**src/rtl/rxq_pkg.sv**
```systemverilog
package rxq_pkg;

  // strobes issued by the control section to the storage section
  typedef struct packed {
    logic push;
    logic pop;
    logic tag;
  } dpStrobe_t;

  typedef enum logic [1:0] {
    SEL_FILL  = 2'd0,
    SEL_QSTAT = 2'd1,
    SEL_DATA  = 2'd2,
    SEL_NONE  = 2'd3
  } regSel_t;

endpackage

```
**src/rtl/rxq_datapath.sv**
```systemverilog
module rxq_datapath
  import rxq_pkg::*;
#(
  parameter int DEPTH = 64,
  parameter int CNT_W = $clog2(DEPTH) + 1
) (
  input  logic             clk,
  input  logic             rstN,
  input  dpStrobe_t        strobe,
  input  logic [7:0]       wrData,
  output logic [CNT_W-1:0] count,
  output logic             isEmpty,
  output logic             isFull,
  output logic [7:0]       headByte,
  output logic             tagSeen,
  output logic [CNT_W-1:0] tagDist
);

  localparam int PTR_W = $clog2(DEPTH);

  logic [7:0]       mem [DEPTH];
  logic [DEPTH-1:0] tagMem;
  logic [PTR_W-1:0] wrPtr;
  logic [PTR_W-1:0] rdPtr;

  always_ff @(posedge clk or negedge rstN) begin
    if (!rstN) begin
      wrPtr <= '0;
      rdPtr <= '0;
      count <= '0;
    end else begin
      if (strobe.push) wrPtr <= wrPtr + PTR_W'(1);
      if (strobe.pop)  rdPtr <= rdPtr + PTR_W'(1);
      count <= count + CNT_W'(strobe.push) - CNT_W'(strobe.pop);
    end
  end

  always_ff @(posedge clk) begin
    if (strobe.push) begin
      mem[wrPtr]    <= wrData;
      tagMem[wrPtr] <= strobe.tag;
    end
  end

  assign headByte = mem[rdPtr];
  assign isEmpty  = (count == '0);
  assign isFull   = (count == CNT_W'(DEPTH));

  // distance from the head to the first tagged (frame-status) entry
  always_comb begin
    logic [PTR_W-1:0] idx;
    tagSeen = 1'b0;
    tagDist = '0;
    idx     = '0;
    for (int i = 0; i < DEPTH; i++) begin
      idx = rdPtr + PTR_W'(i);
      if (!tagSeen && (CNT_W'(i) < count) && tagMem[idx]) begin
        tagSeen = 1'b1;
        tagDist = CNT_W'(i + 1);
      end
    end
  end

endmodule

```
**src/rtl/rxq_control.sv**
```systemverilog
module rxq_control
  import rxq_pkg::*;
#(
  parameter int DEPTH    = 64,
  parameter int CNT_W    = $clog2(DEPTH) + 1,
  parameter int IDLE_RUN = 15
) (
  input  logic             clk,
  input  logic             rstN,
  input  logic             wrValid,
  input  logic             wrIsStatus,
  input  logic             abortPulse,
  input  logic             lineBitValid,
  input  logic             lineBit,
  input  logic             transparentMode,
  input  logic [CNT_W-1:0] fullLevel,
  input  logic             rdEn,
  input  logic [1:0]       rdSel,
  input  logic [CNT_W-1:0] count,
  input  logic             isEmpty,
  input  logic             isFull,
  input  logic [7:0]       headByte,
  input  logic             tagSeen,
  input  logic [CNT_W-1:0] tagDist,
  output dpStrobe_t        strobe,
  output logic [7:0]       rdData
);

  localparam int RUN_W = $clog2(IDLE_RUN + 1);

  logic             fullFlag, eofFlag, ovrFlag, idleFlag;
  logic             readFill, readData;
  logic             fullSet, eofSet, ovrSet, idleSet;
  logic [RUN_W-1:0] onesRun;
  logic [7:0]       fillReg, qStatReg;

  assign readFill = rdEn && (regSel_t'(rdSel) == SEL_FILL);
  assign readData = rdEn && (regSel_t'(rdSel) == SEL_DATA);

  assign strobe.push = wrValid && !isFull;
  assign strobe.pop  = readData && !isEmpty;
  assign strobe.tag  = wrIsStatus && !transparentMode;

  assign fullSet = (count >= fullLevel);
  assign eofSet  = !transparentMode && ((wrValid && wrIsStatus) || abortPulse);
  assign ovrSet  = wrValid && isFull;
  assign idleSet = lineBitValid && lineBit && (onesRun >= RUN_W'(IDLE_RUN - 1));

  // sticky flags: a set in the clearing cycle wins
  always_ff @(posedge clk or negedge rstN) begin
    if (!rstN) begin
      fullFlag <= 1'b0;
      eofFlag  <= 1'b0;
      ovrFlag  <= 1'b0;
      idleFlag <= 1'b0;
    end else begin
      fullFlag <= fullSet || (fullFlag && !readData);
      eofFlag  <= eofSet  || (eofFlag  && !readFill);
      ovrFlag  <= ovrSet  || (ovrFlag  && !readFill);
      idleFlag <= idleSet || (idleFlag && !readFill);
    end
  end

  always_ff @(posedge clk or negedge rstN) begin
    if (!rstN) begin
      onesRun <= '0;
    end else if (lineBitValid) begin
      if (!lineBit)                          onesRun <= '0;
      else if (onesRun != RUN_W'(IDLE_RUN)) onesRun <= onesRun + RUN_W'(1);
    end
  end

  always_comb begin
    fillReg    = '0;
    fillReg[0] = fullFlag;
    fillReg[1] = eofFlag;
    fillReg[2] = ovrFlag;
    fillReg[3] = idleFlag;
    qStatReg   = '0;
    qStatReg[CNT_W-1:0] = tagSeen ? tagDist : count;
    qStatReg[7] = tagSeen;
  end

  always_comb begin
    rdData = '0;
    if (rdEn) begin
      unique case (regSel_t'(rdSel))
        SEL_FILL:  rdData = fillReg;
        SEL_QSTAT: rdData = qStatReg;
        SEL_DATA:  rdData = isEmpty ? 8'h00 : headByte;
        default:   rdData = '0;
      endcase
    end
  end

endmodule

```
**src/rtl/rx_frame_queue.sv**
```systemverilog
module rx_frame_queue
  import rxq_pkg::*;
#(
  parameter int DEPTH    = 64,
  parameter int IDLE_RUN = 15,
  localparam int CNT_W   = $clog2(DEPTH) + 1
) (
  input  logic             clk,
  input  logic             rstN,
  input  logic             wrValid,
  input  logic [7:0]       wrData,
  input  logic             wrIsStatus,
  input  logic             abortPulse,
  input  logic             lineBitValid,
  input  logic             lineBit,
  input  logic             transparentMode,
  input  logic [CNT_W-1:0] fullLevel,
  input  logic             rdEn,
  input  logic [1:0]       rdSel,
  output logic [7:0]       rdData
);

  dpStrobe_t        strobe;
  logic [CNT_W-1:0] qCount;
  logic             qEmpty, qFull, tagSeen;
  logic [7:0]       headByte;
  logic [CNT_W-1:0] tagDist;

  rxq_control #(.DEPTH(DEPTH), .CNT_W(CNT_W), .IDLE_RUN(IDLE_RUN)) uCtrl (
    .clk(clk), .rstN(rstN),
    .wrValid(wrValid), .wrIsStatus(wrIsStatus), .abortPulse(abortPulse),
    .lineBitValid(lineBitValid), .lineBit(lineBit),
    .transparentMode(transparentMode), .fullLevel(fullLevel),
    .rdEn(rdEn), .rdSel(rdSel),
    .count(qCount), .isEmpty(qEmpty), .isFull(qFull), .headByte(headByte),
    .tagSeen(tagSeen), .tagDist(tagDist),
    .strobe(strobe), .rdData(rdData)
  );

  rxq_datapath #(.DEPTH(DEPTH), .CNT_W(CNT_W)) uPath (
    .clk(clk), .rstN(rstN), .strobe(strobe), .wrData(wrData),
    .count(qCount), .isEmpty(qEmpty), .isFull(qFull), .headByte(headByte),
    .tagSeen(tagSeen), .tagDist(tagDist)
  );

endmodule

```
**config.mk**
```make
export PLATFORM = sky130hd
export DESIGN_NAME = rx_frame_queue
export DESIGN_NICKNAME = d
export VERILOG_FILES = /design/src/rtl/rxq_pkg.sv /design/src/rtl/rxq_datapath.sv /design/src/rtl/rxq_control.sv /design/src/rtl/rx_frame_queue.sv
export SDC_FILE = /design/constraint.sdc
export NUM_CORES = 1
export LEC_CHECK = 0
export BUFFER_PORTS_ARGS = -buffer_cell sky130_fd_sc_hd__buf_2
export CELL_PAD_IN_SITES_DETAIL_PLACEMENT = 1
export CELL_PAD_IN_SITES_GLOBAL_PLACEMENT = 2
export CORE_UTILIZATION = 48
export CTS_CLUSTER_DIAMETER = 150
export DETAILED_ROUTE_END_ITERATION = 10
export PLACE_DENSITY = 0.79
export SYNTH_ARGS = -nofsm -noshare
export SYNTH_HDL_FRONTEND = slang
export SYNTH_HIERARCHICAL = 1
export SYNTH_SLANG_ARGS = --single-unit
```
**constraint.sdc**
```tcl
create_clock -name clk -period 8.5 [get_ports clk]
set_input_delay 1.7 -clock clk [delete_from_list [all_inputs] [get_ports clk]]
set_output_delay 1.7 -clock clk [all_outputs]
set_load 0.02 [all_outputs]
```
# Word-level counts from Yosys, hierarchy flattened
# Memory sizes are Yosys's and may differ from the RTL's.
# Cells that the tools add are included.
[totals]
ramBits = 512
regBits = 91
latchBits = 0
n_memories = 1
word_cells = 699
mem_bits_ro = 0
[classes]
magnitude_cmp = 132
n_mux = 267
bitwise_logic = 0
reduce_logical = 218
addsub = 67
shifts = 0
n_eq_ne = 5
div_mod_pow = 0
mul = 0
[memory_table]
columns = ["name", "depth", "word_bits", "read_ports", "rd_ports_with_merged_regs", "write_ports", "line", "rtl"]
rows = [
  ["uPath.mem", 64, 8, 1, 0, 1, "rxq_datapath.sv:21", "logic [7:0] mem [DEPTH];"],
]
[op_table]
columns = ["operator", "n"]
rows = [
  ["$lt 6x7->1 const B", 65],
  ["$bmux 1 s6", 64],
  ["$lt 6x7->1 const A", 32],
  ["$add 6x6->6 const B", 32],
  ["$mux 6", 32],
  ["$logic_and 1x1->1", 142],
  ["$mux 1", 132],
  ["$lt 5x7->1 const A", 16],
  ["$add 6x5->6 const B", 16],
  ["$mux 5", 16],
  ["$logic_not 1->1", 68],
  ["$bwmux 64", 1],
  ["$lt 4x7->1 const A", 8],
  ["$add 6x4->6 const B", 8],
  ["$mux 4", 10],
  ["$lt 3x7->1 const A", 4],
  ["$add 6x3->6 const B", 4],
  ["$pmux 8 s3", 1],
  ["$mux 8", 2],
  ["$lt 1x7->1 const A", 2],
  ["$lt 2x7->1 const A", 2],
  ["$mux 7", 2],
  ["$add 6x1->6 const B", 2],
  ["$add 6x2->6 const B", 2],
  ["other kinds (18)", 26],
]

# Depth between registers and ports, before layout
[logic_depth]
depth_word = 259
ltp_mapped = 27

# Cells and area by module
# Netlist, hierarchy kept.
[by_module_without_submodules]
columns = ["mod", "seq_area_each_um2", "cells_per_inst", "area_each_um2", "n_inst"]
rows = [
  ["rxq_datapath", 17772.0, 2418, 35203.8, 1],
  ["rxq_control", 200.2, 97, 827.0, 1],
]

# Worst setup path after synthesis
# OpenSTA, ideal clock, no wires.
[synth_timing]
path_kind = "flip-flop to output port"
startpoint = "reg uPath.rdPtr[1]"
endpoint = "out rdData[6]"
path_stages_with_launch = 25
n_path_buf = 9
t_required_ps = 6800
slack_ps = 328
arrival_time_ps = 6472
path_cell_list = "dfrtp_1 buf_6 buf_4 buf_4 buf_4 buf_1 buf_1 inv_1 ha_1 buf_2 buf_2 mux2_2 mux4_2 mux4_2 a22oi_1 nor3b_1 and2_1 nand4_4 nor4_4 nand4_1 nand2b_1 buf_4 mux2_2 nand3b_1 a21boi_1"
[synth_via]
elab_chain_cells = 259
[synth_rtl]
columns = ["item", "line", "rtl"]
rows = [
  ["start, declared", "rxq_datapath.sv:24", "logic [PTR_W-1:0] rdPtr;"],
  ["start signal, assigned", "rxq_datapath.sv:33", "if (strobe.pop) rdPtr <= rdPtr + PTR_W'(1);"],
  ["parallel branches: the longest is 255 deep, another holds $add 6x1->6", "--", ""],
  ["$mux 1 (*)", "rxq_datapath.sv:57", "if (!tagSeen && (CNT_W'(i) < count) && tagMem[idx]) begin"],
  ["via tagSeen", "rx_frame_queue.sv:25", "logic qEmpty, qFull, tagSeen;"],
  ["$mux 7 (*)", "rxq_control.sv:80", "qStatReg[CNT_W-1:0] = tagSeen ? tagDist : count;"],
  ["$pmux 8 s3 (*)", "rxq_control.sv:87", "unique case (regSel_t'(rdSel))"],
  ["$mux 8 (*)", "rxq_control.sv:86", "if (rdEn) begin"],
  ["end, declared", "rx_frame_queue.sv:20", "output logic [7:0] rdData"],
]
# Mark *: on every way through the listed nets, which the timed path passes. The select of a mux whose other input is x is not followed.

# Worst setup path after layout
[layout_timing]
startpoint = "reg uPath.count[2]"
endpoint = "out rdData[1]"
[layout_via]
elab_chain_cells = 258
[layout_rtl]
columns = ["item", "line", "rtl"]
rows = [
  ["start, declared", "rxq_datapath.sv:11", "output logic [CNT_W-1:0] count,"],
  ["start signal, assigned", "rxq_datapath.sv:34", "count <= count + CNT_W'(strobe.push) - CNT_W'(strobe.pop);"],
  ["$lt 1x7->1", "rxq_datapath.sv:57", ""],
  ["$logic_and 1x1->1", "rxq_datapath.sv:57", ""],
  ["$mux 1", "rxq_datapath.sv:57", ""],
  ["$logic_not 1->1", "rxq_datapath.sv:57", ""],
  ["$logic_and 1x1->1 (2 in series)", "rxq_datapath.sv:57", ""],
  ["$mux 1", "rxq_datapath.sv:57", ""],
  ["$logic_not 1->1", "rxq_datapath.sv:57", ""],
  ["$logic_and 1x1->1 (2 in series)", "rxq_datapath.sv:57", ""],
  ["[240 not listed]", "--", ""],
  ["$mux 1", "rxq_datapath.sv:57", ""],
  ["$logic_not 1->1", "rxq_datapath.sv:57", ""],
  ["$logic_and 1x1->1 (2 in series)", "rxq_datapath.sv:57", ""],
  ["$mux 7 (*)", "rxq_datapath.sv:57", ""],
  ["via tagDist[1]", "rx_frame_queue.sv:27", "logic [CNT_W-1:0] tagDist;"],
  ["$mux 7 (*)", "rxq_control.sv:80", ""],
  ["$pmux 8 s3 (*)", "rxq_control.sv:87", ""],
  ["$mux 8 (*)", "rxq_control.sv:86", ""],
]
# The timed path passes the listed nets; every way through them passes the cells marked *.

==> flow_summary.toml <==
[status]
status = "complete, no violations"

[floorplan]
fp.dieArea_um2 = 76200
dieHeight_um = 276
coreArea_um2 = 74300
start_util_pct = 48.5
pin_count = 34
die_w_um = 276
num_rows = 100

[worst_hold_path]
min_path_type = "reg2reg"
min_to = "uCtrl/ovrFlag"
hp-start = "uCtrl/ovrFlag"
min_path_cells = 2

[clocking]
root_buffer = "clkbuf_16"
numCtsBuffers = 58
tritoncts = "yes"
ctsHoldBuffers = 0
cts.sinks = 603
cts_max_level = 2
clkTransAtPathRegs_ps = 70
cts_buffer_depth = 3
clk-insertion-delay-late_ps = 650
cts_setup_buffers = 0

[synthesis]
syn_avg_cell_area_um2 = 14.3
synth_most_common_cell = "edfxtp_1"
syn_nets = 2588
synthTopCellsByCount = "edfxtp_1, mux4_2, nand2_1, nor2_1, mux2i_1"
synthesis.instances = 2515
synth-edff-count = 576
synth_ff_type = "edfxtp_1"
synth_top_family_by_area = "multiplexers"
synth_area_leaders = "edfxtp_1, mux4_2, mux2_2"
ys_warn_count = 6
synth_area_um2 = 36000
synth_top_cell_area_share_pct = 48.0
yosys.area_share.simple_pct = 8.26
synth-compound-area-share_pct = 7.81
yosys.area_share.adder_pct = 1.65
synthArstFlopShare_pct = 4.48
synth_seq_cells = 603
post-synth-top-area-cell = "edfxtp_1"
synthXorXnorAreaFrac_pct = 1.87
ys_seq_area_share_pct = 49.9
synthMuxAreaShare_pct = 27.7
synth_cell_type_count = 95

[global_route]
busiest_layer = "met2"
grt_max_degree = 103
grt-ovfl-total = 0
grtUsageMet3_pct = 6.82
grt_pass1_vias = 25100
antenna_found_initial = 5
grt_pass1_wl_mm = 185
use_met2_pct = 53.7
grt.met1_usage_pct = 47.2
track_usage_pct = 34.4

[routing]
vias_per_cell = 7.17
wirelength_mm = 130
wl_per_cell_um = 36.8
num_vias = 25400
drt_iter0_drc = 2700
drc = 0
first_pass_iters = 5
ant_nets = 0

[timing]
maxSlewViolCount = 0
fin_setup_tns_ps = 0
skew_ps = 30.2
rsz0062_at_grt = "false"
worstMarginPinSlew_ps = 1380
finalHoldViolCount = 0
fin_crit_ps = 8270
fmax_ghz = 0.121
hold-worst-slack_ps = 495
slew_headroom_pct = 7.66
finalCritPeriodShare_pct = 97.3
setup_viol = 0

[worst_setup_path]
crit_fanout = 13
crit_type = "reg2out"
worstSetupStartpointType = "flip-flop"
r2r_cells = 8
rr_startpoint = "uPath/count[2]"
arrival_ps = 6570
cp_data_required_time_ps = 6800
r2r_setup_slack_ps = 3320
endpoint_kind = "primary output"
r2r-end = "uPath/mem[24][7]"

[placement]
placed_area_um2 = 37400
dp.cells = 3435
dp_hpwl_mm = 93.2
port_buffers = 33
gp_congestion = 0.999

[final_layout]
final_nets = 2599
fin_cells = 3540
diodes = 0
nFillCells = 7138
drive_gt1_share_pct = 27.3
final_cell_area_um2 = 39500
syn_to_final_growth_pct = 9.71

[flow_run]
drv_cap = 0
## placed cells by master, fill, tap and decap left out, drive strengths merged, types with 9 or more instances in the layout
master   instances
a21oi           84
clkbuf          68
nand4           20
and2            25
a211oi          18
xor2            14
nor2b           26
o21ai           80
nand3           64
a21boi           9
a31oi           19
dfrtp           27
nor3            67
buf            122
and3            18
inv             58
xnor2           63
mux2i          108
a21o            14
a211o            9
nand2b          16
mux2           120
o211ai          28
or3             14
a2111oi          9
clkinv          21
a22oi           15
ha              46
mux4           335
nand3b          12
nor4            18
bufinv          11
o22ai           28
nand2          133
a311oi           9
edfxtp         576
nor2           135
## layout make-up
cell class / instances / area, µm² / area share [%]
Timing Repair Buffer: 122 / 906 / 2.29
Tap cell: 969 / 1210 / 3.07
Clock buffer: 68 / 1490 / 3.77
Sequential cell: 603 / 18000 / 45.5
Clock inverter: 37 / 504 / 1.28
Inverter: 58 / 224 / 0.567
Multi-Input combinational cell: 1683 / 17200 / 43.5
## what timing repair did
item                       in CTS  in global routing
pin swaps                       0                  0
setup endpoints to repair       8                  7
resized for setup               5                 21
hold endpoints to repair        0                  0
## per-stage QoR
step	utilization (%)	worst slack [ps]
finish	53.2	227
global route	53.2	11.3
CTS	53.1	70.0
detailed placement	50.3	333
global placement	50.3	347
floorplan	-	328
## worst max-delay path, cell delays in order (launching register included)
cell and delay (ps):
dfrtp_1 780, clkinv_1 600, ha_1 370, buf_4 190, a21oi_1 460, o21ai_0 380, or3_1 410, o22ai_1 510
nor3b_2 190, and2_1 230, nand4_4 190, a2111oi_0 130, a2111oi_0 580, o211ai_1 350, mux2i_1 270, o22ai_1 100
buf_2 170
## registers in the layout, summed over array words and instances, names as in the netlist
register,flops
uCtrl/ovrFlag,1
uPath/count,7
uCtrl/idleFlag,1
uPath/mem,512
uCtrl/eofFlag,1
uPath/tagMem,64
uCtrl/onesRun,4
uCtrl/fullFlag,1
uPath/rdPtr,6
uPath/wrPtr,6
## worst max path at each step
| stage | from | to | cells past startpoint |
|---|---|---|---|
| 2_1_floorplan | uPath/rdPtr[1] | rdData[6] | 24 |
| 3_3_place_gp | uPath/rdPtr[2] | rdData[6] | 18 |
| 5_1_grt | uPath/rdPtr[3] | rdData[6] | 17 |
| 3_5_place_dp | uPath/rdPtr[2] | rdData[6] | 18 |
| 4_1_cts | uPath/rdPtr[0] | rdData[6] | 16 |
| 6_report | uPath/count[2] | rdData[1] | 16 |
## cells by family (layout without fill, tap and decap cells)
group / after synthesis / after routing
buf+inv: 229 / 285
compound gates: 412 / 412
fa+ha+maj: 47 / 47
flops: 603 / 603
mux: 563 / 563
xor+xnor: 77 / 77
simple gates: 584 / 584
## routing by layer
metal,wire [µm],vias up
met1,52200,13400
met5,99,-
met3,11500,278
met2,60500,1411
li1,-,10300
met4,6150,10
Power is left out: the tool's default activity adds up to more than one toggle a clock period on the data nets, which glitch-free logic cannot reach.
